[src/rtl/vsb_pkg.sv]
// Shared types for the parallel video to stream bridge.
package vsb_pkg;

    // Framing markers carried alongside every queued pixel.
    typedef struct packed {
        logic sof;  // first pixel of a frame
        logic eol;  // last pixel of a line
    } vsb_mark_t;

    localparam int MARK_W = $bits(vsb_mark_t);

endpackage

[src/rtl/vsb_reset_gate.sv]
// Combines the external reset with the clock-lock indication.
// Assumes both inputs are synchronous to clk; output is registered, active low.
module vsb_reset_gate (
    input  logic clk,
    input  logic rst_n,
    input  logic clk_locked,
    output logic rst_int_n
);

    // Hold internal reset until both lock and external release are present.
    always_ff @(posedge clk) begin
        rst_int_n <= rst_n & clk_locked;
    end

    AST_LOCK_GATES_RESET: assert property (@(posedge clk) disable iff (!rst_n)
        !clk_locked |=> !rst_int_n);

endmodule

[src/rtl/vsb_framer.sv]
// Captures active pixels, packs them and attaches frame/line markers.
// Assumes vsync rises during vertical blanking (vid_de low). A pixel is held
// one clock so that the de level of the next clock decides its line-end marker.
module vsb_framer #(
    parameter  int COMP_W = 8,
    localparam int PIX_W  = 3 * COMP_W
) (
    input  logic                clk,
    input  logic                rst_n,
    input  logic                in_de,
    input  logic                in_vsync,
    input  logic [COMP_W-1:0]   in_red,
    input  logic [COMP_W-1:0]   in_green,
    input  logic [COMP_W-1:0]   in_blue,
    input  logic                fifo_full,
    output logic                wr_req,
    output vsb_pkg::vsb_mark_t  wr_mark,
    output logic [PIX_W-1:0]    wr_data,
    output logic                ovf
);

    logic              vs_q;
    logic              locked;
    logic              sof_pend;
    logic              hold_vld;
    logic              hold_sof;
    logic [PIX_W-1:0]  hold_data;
    logic              vs_rise;
    logic              take;
    logic              drop;

    assign vs_rise = in_vsync & ~vs_q;
    assign take    = in_de & locked;
    assign drop    = hold_vld & fifo_full;

    // Present the held pixel for writing; de low now means it closed the line.
    always_comb begin
        wr_req      = hold_vld;
        wr_data     = hold_data;
        wr_mark.sof = hold_sof;
        wr_mark.eol = ~in_de;
    end

    // Lock-on, pixel hold stage and overflow handling.
    always_ff @(posedge clk) begin
        if (!rst_n) begin
            vs_q      <= 1'b0;
            locked    <= 1'b0;
            sof_pend  <= 1'b0;
            hold_vld  <= 1'b0;
            hold_sof  <= 1'b0;
            hold_data <= '0;
            ovf       <= 1'b0;
        end else begin
            vs_q <= in_vsync;
            if (drop) begin
                ovf      <= 1'b1;
                locked   <= 1'b0;
                sof_pend <= 1'b0;
                hold_vld <= 1'b0;
            end else begin
                hold_vld <= take;
                if (take) begin
                    hold_data <= {in_red, in_blue, in_green};
                    hold_sof  <= sof_pend;
                    sof_pend  <= 1'b0;
                end
                if (vs_rise) begin
                    locked   <= 1'b1;
                    sof_pend <= 1'b1;
                end
            end
        end
    end

    AST_OVF_STICKY: assert property (@(posedge clk) disable iff (!rst_n)
        ovf |=> ovf);
    AST_DROP_AFTER_OVF: assert property (@(posedge clk) disable iff (!rst_n)
        $rose(ovf) |-> !wr_req);

endmodule

[src/rtl/vsb_fifo.sv]
// First-word-fall-through queue with an occupancy count.
// Assumes a write is refused while full, even when a read happens that clock.
module vsb_fifo #(
    parameter  int DW    = 26,
    parameter  int AW    = 4,
    localparam int DEPTH = 1 << AW
) (
    input  logic           clk,
    input  logic           rst_n,
    input  logic           wr_en,
    input  logic [DW-1:0]  wr_word,
    output logic           full,
    output logic [DW-1:0]  rd_word,
    output logic           rd_valid,
    input  logic           rd_ready,
    output logic [AW:0]    count
);

    logic [DW-1:0] mem [DEPTH];
    logic [AW-1:0] wr_ptr;
    logic [AW-1:0] rd_ptr;
    logic          push;
    logic          pop;

    assign full     = (count == (AW+1)'(DEPTH));
    assign rd_valid = (count != '0);
    assign rd_word  = mem[rd_ptr];
    assign push     = wr_en & ~full;
    assign pop      = rd_valid & rd_ready;

    // Storage write port.
    always_ff @(posedge clk) begin
        if (push) mem[wr_ptr] <= wr_word;
    end

    // Pointer and occupancy bookkeeping.
    always_ff @(posedge clk) begin
        if (!rst_n) begin
            wr_ptr <= '0;
            rd_ptr <= '0;
            count  <= '0;
        end else begin
            if (push) wr_ptr <= wr_ptr + 1'b1;
            if (pop)  rd_ptr <= rd_ptr + 1'b1;
            case ({push, pop})
                2'b10:   count <= count + 1'b1;
                2'b01:   count <= count - 1'b1;
                default: count <= count;
            endcase
        end
    end

    AST_STALL_HOLD: assert property (@(posedge clk) disable iff (!rst_n)
        (rd_valid && !rd_ready) |=> (rd_valid && $stable(rd_word)));
    AST_COUNT_STEP: assert property (@(posedge clk) disable iff (!rst_n)
        1'b1 |=> (($past(count) == count) || (($past(count) + 1'b1) == count)
                  || ((count + 1'b1) == $past(count))));

endmodule

[src/rtl/vid2stream_bridge.sv]
// Top level: parallel video in, ready/valid video stream out, one clock.
// Assumes pixel port and stream consumer share clk.
module vid2stream_bridge #(
    parameter  int COMP_W  = 8,
    parameter  int FIFO_AW = 4,
    localparam int PIX_W   = 3 * COMP_W,
    localparam int ENTRY_W = PIX_W + vsb_pkg::MARK_W
) (
    input  logic                clk,
    input  logic                rst_n,
    input  logic                clk_locked,
    input  logic                vid_de,
    input  logic                vid_vsync,
    input  logic [COMP_W-1:0]   vid_red,
    input  logic [COMP_W-1:0]   vid_green,
    input  logic [COMP_W-1:0]   vid_blue,
    output logic [PIX_W-1:0]    m_tdata,
    output logic                m_tvalid,
    input  logic                m_tready,
    output logic                m_tuser,
    output logic                m_tlast,
    output logic [FIFO_AW:0]    fill_count,
    output logic                overflow
);

    logic               rst_int_n;
    logic               wr_req;
    logic               fifo_full;
    vsb_pkg::vsb_mark_t wr_mark;
    logic [PIX_W-1:0]   wr_data;
    logic [ENTRY_W-1:0] rd_word;
    logic               sent_q;

    vsb_reset_gate u_rst (
        .clk        (clk),
        .rst_n      (rst_n),
        .clk_locked (clk_locked),
        .rst_int_n  (rst_int_n)
    );

    vsb_framer #(.COMP_W(COMP_W)) u_framer (
        .clk       (clk),
        .rst_n     (rst_int_n),
        .in_de     (vid_de),
        .in_vsync  (vid_vsync),
        .in_red    (vid_red),
        .in_green  (vid_green),
        .in_blue   (vid_blue),
        .fifo_full (fifo_full),
        .wr_req    (wr_req),
        .wr_mark   (wr_mark),
        .wr_data   (wr_data),
        .ovf       (overflow)
    );

    vsb_fifo #(.DW(ENTRY_W), .AW(FIFO_AW)) u_fifo (
        .clk      (clk),
        .rst_n    (rst_int_n),
        .wr_en    (wr_req),
        .wr_word  ({wr_mark, wr_data}),
        .full     (fifo_full),
        .rd_word  (rd_word),
        .rd_valid (m_tvalid),
        .rd_ready (m_tready),
        .count    (fill_count)
    );

    assign {m_tuser, m_tlast, m_tdata} = rd_word;

    // Tracks whether any word has left since reset (for the lock-on check).
    always_ff @(posedge clk) begin
        if (!rst_int_n)                sent_q <= 1'b0;
        else if (m_tvalid && m_tready) sent_q <= 1'b1;
    end

    AST_FIRST_WORD_SOF: assert property (@(posedge clk) disable iff (!rst_int_n)
        (m_tvalid && !sent_q) |-> m_tuser);

endmodule

[config.mk]
export PLATFORM = sky130hd
export DESIGN_NAME = vid2stream_bridge
export DESIGN_NICKNAME = d
export VERILOG_FILES = /design/src/rtl/vsb_pkg.sv /design/src/rtl/vsb_reset_gate.sv /design/src/rtl/vsb_framer.sv /design/src/rtl/vsb_fifo.sv /design/src/rtl/vid2stream_bridge.sv
export SDC_FILE = /design/constraint.sdc
export NUM_CORES = 1
export LEC_CHECK = 0
export BUFFER_PORTS_ARGS = -buffer_cell sky130_fd_sc_hd__buf_4
export CAP_MARGIN = 40
export CORE_MARGIN = 10
export CORE_UTILIZATION = 45
export DETAILED_ROUTE_END_ITERATION = 10
export PLACE_DENSITY = 0.61
export SLEW_MARGIN = 5
export SYNTH_ARGS = -nofsm -noshare
export SYNTH_HDL_FRONTEND = slang
export SYNTH_SLANG_ARGS = --single-unit
[constraint.sdc]
create_clock -name clk -period 5.9 [get_ports clk]
set_input_delay 1.18 -clock clk [delete_from_list [all_inputs] [get_ports clk]]
set_output_delay 1.18 -clock clk [all_outputs]
set_load 0.02 [all_outputs]
==> impl_metrics.py <==
metrics = {
    "timing": {
        "finalMaxSlewViolations": 0,
        "clock.fmax_ghz": 0.2434,
        "clock_skew_ps": 22.29,
        "setup_viol": 0,
        "finalHoldViolCount": 0,
        "post-route-period-util": 0.6963,
        "fin_tns_setup_ps": 0,
        "worst_pin_slew_ps": 883.7,
        "fin_hold_ws_ps": 461.4,
        "fin_ws_ps": 1792,
        "relSlewSlack": 0.4108,
        "rsz0062_at_grt": "no",
        "finalCriticalPeriod_ps": 4108,
    },
    "clock_tree": {
        "cts_tree": "done",
        "clk_pin_slew_ps": 60,
        "cts_setup_buffers": 0,
        "clockBufferDepth": 3,
        "clkLatencyLatePin_ps": 570,
        "cts_resized": 0,
        "htree_levels": 2,
        "cts.root.buffer_cell": "clkbuf_16",
        "cts_made_buffers": 47,
        "holdBufCountCts": 0,
        "cts.sink_count": 464,
    },
    "routing": {
        "postRouteAntennaNets": 0,
        "vias": 8157,
        "wirelength_um": 37350,
        "drtPass1Iterations": 5,
        "routed_via_density": 5.515,
        "wire_per_inst_um": 25.25,
        "drc": 0,
        "dr.first_iter.drc_count": 838,
    },
    "floorplanning": {
        "num_rows": 72,
        "initial_core_util": 0.4558,
        "die_y_um": 218.1,
        "die_x_um": 218.1,
        "core_sq_mm": 0.03874,
        "io_pins": 63,
        "dieArea_sq_mm": 0.04756,
    },
    "power_and_ir_drop": {
        "p_switching_mw": 1.240,
        "p_leak_nw": 6.046,
        "p_per_area_mw_per_mm2": 317.0,
        "pwr-share-seq": 0.547,
        "power_frac_clock": 0.446,
        "power_frac_comb": 0.008,
        "switching_share": 0.1909,
        "max-vdd-ir-drop_mv": 0.2018,
        "p_int_mw": 5.254,
    },
    "logic_synthesis": {
        "synth_top_family_by_area": "multiplexers",
        "synth.area.top_cells": "edfxtp_1 (71%), mux4_2 (17%), dfxtp_1 (5.4%)",
        "syn_inst": 829,
        "ys_ff_latch": 464,
        "synthesis.area_sq_mm": 0.01766,
        "yosysWarnings": 0,
        "netlist.area_leader.share": 0.7075,
        "yosys.cell_types.count": 35,
        "seq_area_frac_synth": 0.7619,
        "synthAdderAreaFrac": 0.004960,
        "synthMuxAreaShare": 0.1681,
        "synth-compound-area-share": 0.01573,
        "synthSimpleGateAreaFrac": 0.03274,
        "synth_largest_area_cell": "edfxtp_1",
        "synth_xor_area_frac": 0.004464,
        "avgSynthCellArea_sq_um": 21.30,
        "synth_nets": 866,
    },
    "worst_setup_path": {
        "arrival_ps": 2930,
        "worstPathMaxFanout": 104,
        "slowest_delay_ps": 630,
        "worst_setup_path_start_kind": "flip-flop",
        "worstPathCellList": "buf_12, mux4_2, mux4_2, buf_4",
        "rrSetupSlack_ps": 2810,
        "cp_slowest_cell": "buf_12",
        "crit_path_end": "m_tdata[1]",
        "timing.rr.end": "u_fifo.count[2]$_SDFFE_PN0P_",
        "cp-end-kind": "primary output",
        "path_class": "reg2out",
        "crit_required_ps": 4720,
        "reg2reg_from": "u_fifo.count[2]$_SDFFE_PN0P_",
        "cp_common_cell": "mux4_2",
        "ff2ff_path_depth": 10,
    },
    "placed_design": {
        "hpwlAfterDp_um": 20310,
        "pre_cts_slack_ps": 2300,
        "dp_cells": 1390,
        "io_buffers": 62,
        "gp_congestion": 0.7203,
    },
    "grt": {
        "antenna_found_initial": 1,
        "grt_max_degree": 105,
        "grt_pass1_wl_um": 55950,
        "overflow": 0,
        "grt_pass1_vias": 8519,
        "grt_usage": 0.1585,
    },
    "final_layout": {
        "drive_gt1_frac": 0.3198,
        "register_area_sq_mm": 0.01346,
        "multi_input_area_sq_mm": 0.004115,
        "final_common_cell": "edfxtp_1",
        "syn_to_final_growth_pct": 16.01,
        "num-fill-cells": 3029,
        "final_cells": 1479,
        "num-nets-final": 958,
        "fin_util": 0.5288,
        "final_cell_mix": "edfxtp_1 (416), mux4_2 (130), buf_4 (85)",
    },
    "run_status": {
        "status": "completed",
    },
    "job": {
        "drv_cap": 0,
    },
    "worst_hold_path": {
        "hold_class": "reg2reg",
    },
}
cell usage after synthesis (all sizes together):
cell	n
nor2	19
mux2i	4
nand3	4
o221a	1
edfxtp	416
buf	21
ha	7
o21ai	2
and3	1
nand2b	3
or3	1
nor3	5
and2	14
nor4	2
a21boi	28
or3b	1
a311oi	1
nor2b	7
a31oi	1
clkbuf	25
a21o	1
nor4b	1
dfxtp	48
a21oi	3
xor2	2
mux4	130
a2111oi	1
nand2	62
inv	8
and3b	1
xnor2	7
nand4	2
how the worst min path moves through the flow:
stage / start / slack (ps) / cells after the start / endpoint
2_1_floorplan: u_framer.sof_pend$_SDFFE_PP0P_ / 440 / 2 / u_framer.hold_sof$_SDFFE_PN0P_
3_3_place_gp: u_framer.ovf$_SDFFE_PN0P_ / 460 / 2 / u_framer.ovf$_SDFFE_PN0P_
3_5_place_dp: u_framer.ovf$_SDFFE_PN0P_ / 460 / 2 / u_framer.ovf$_SDFFE_PN0P_
4_1_cts: u_framer.ovf$_SDFFE_PN0P_ / 470 / 2 / u_framer.ovf$_SDFFE_PN0P_
5_1_grt: u_framer.sof_pend$_SDFFE_PP0P_ / 480 / 2 / u_framer.hold_sof$_SDFFE_PN0P_
6_report: u_framer.ovf$_SDFFE_PN0P_ / 460 / 2 / u_framer.ovf$_SDFFE_PN0P_
worst max-delay path, delay by kind of cell (launching register included):
kind | cells | cell delay (ps)
buffers and inverters | 2 | 820
flip-flops | 1 | 350
multiplexers | 2 | 1140
state kept, by name, indices dropped and copies added (netlist names), 4 cells and up, named ones only:
name              count
u_fifo.count          5
u_fifo.mem          416
u_fifo.rd_ptr         4
u_fifo.wr_ptr         4
u_framer.wr_data     24
power groups by stage:
stage	clock network, mW	logic [mW]	registers [mW]
after floorplan	0	0.0233	3.61
after global placement	0	0.0467	3.62
after detailed placement	0	0.0519	3.62
after CTS	2.94	0.0520	3.55
after global routing	3.08	0.0557	3.55
final	2.89	0.0507	3.55
cell families after synthesis:
logic type,count (synthesis)
flip-flops,464
multiplexers,134
AND/OR/NAND/NOR,123
buffers and inverters,54
adder cells (fa/ha/maj),7
AO/OA/AOI/OAI,38
XOR/XNOR,9
metal layers:
layer | part of all wire | global-route usage
met5 | 0 | 0
met4 | 0.014 | 0.03703
met3 | 0.053 | 0.02566
met2 | 0.50 | 0.2597
met1 | 0.44 | 0.2191
cell type report:
class,instances,area share
diodes,1,0.0001222
multi-input cells,311,0.2009
flip-flops and latches,464,0.6573
well taps,518,0.03164
clock buffers,64,0.06200
repair buffers,89,0.03543
clock inverters,24,0.01112
inverters,8,0.001466
metrics by stage:
stage,power [mW],instance area (sq um)
floorplan,3.638,17660
global placement,3.668,18940
detailed placement,3.672,18980
CTS,6.544,20480
global route,6.683,20480
finish,6.494,20480
Power figures use the tool's default switching activity.
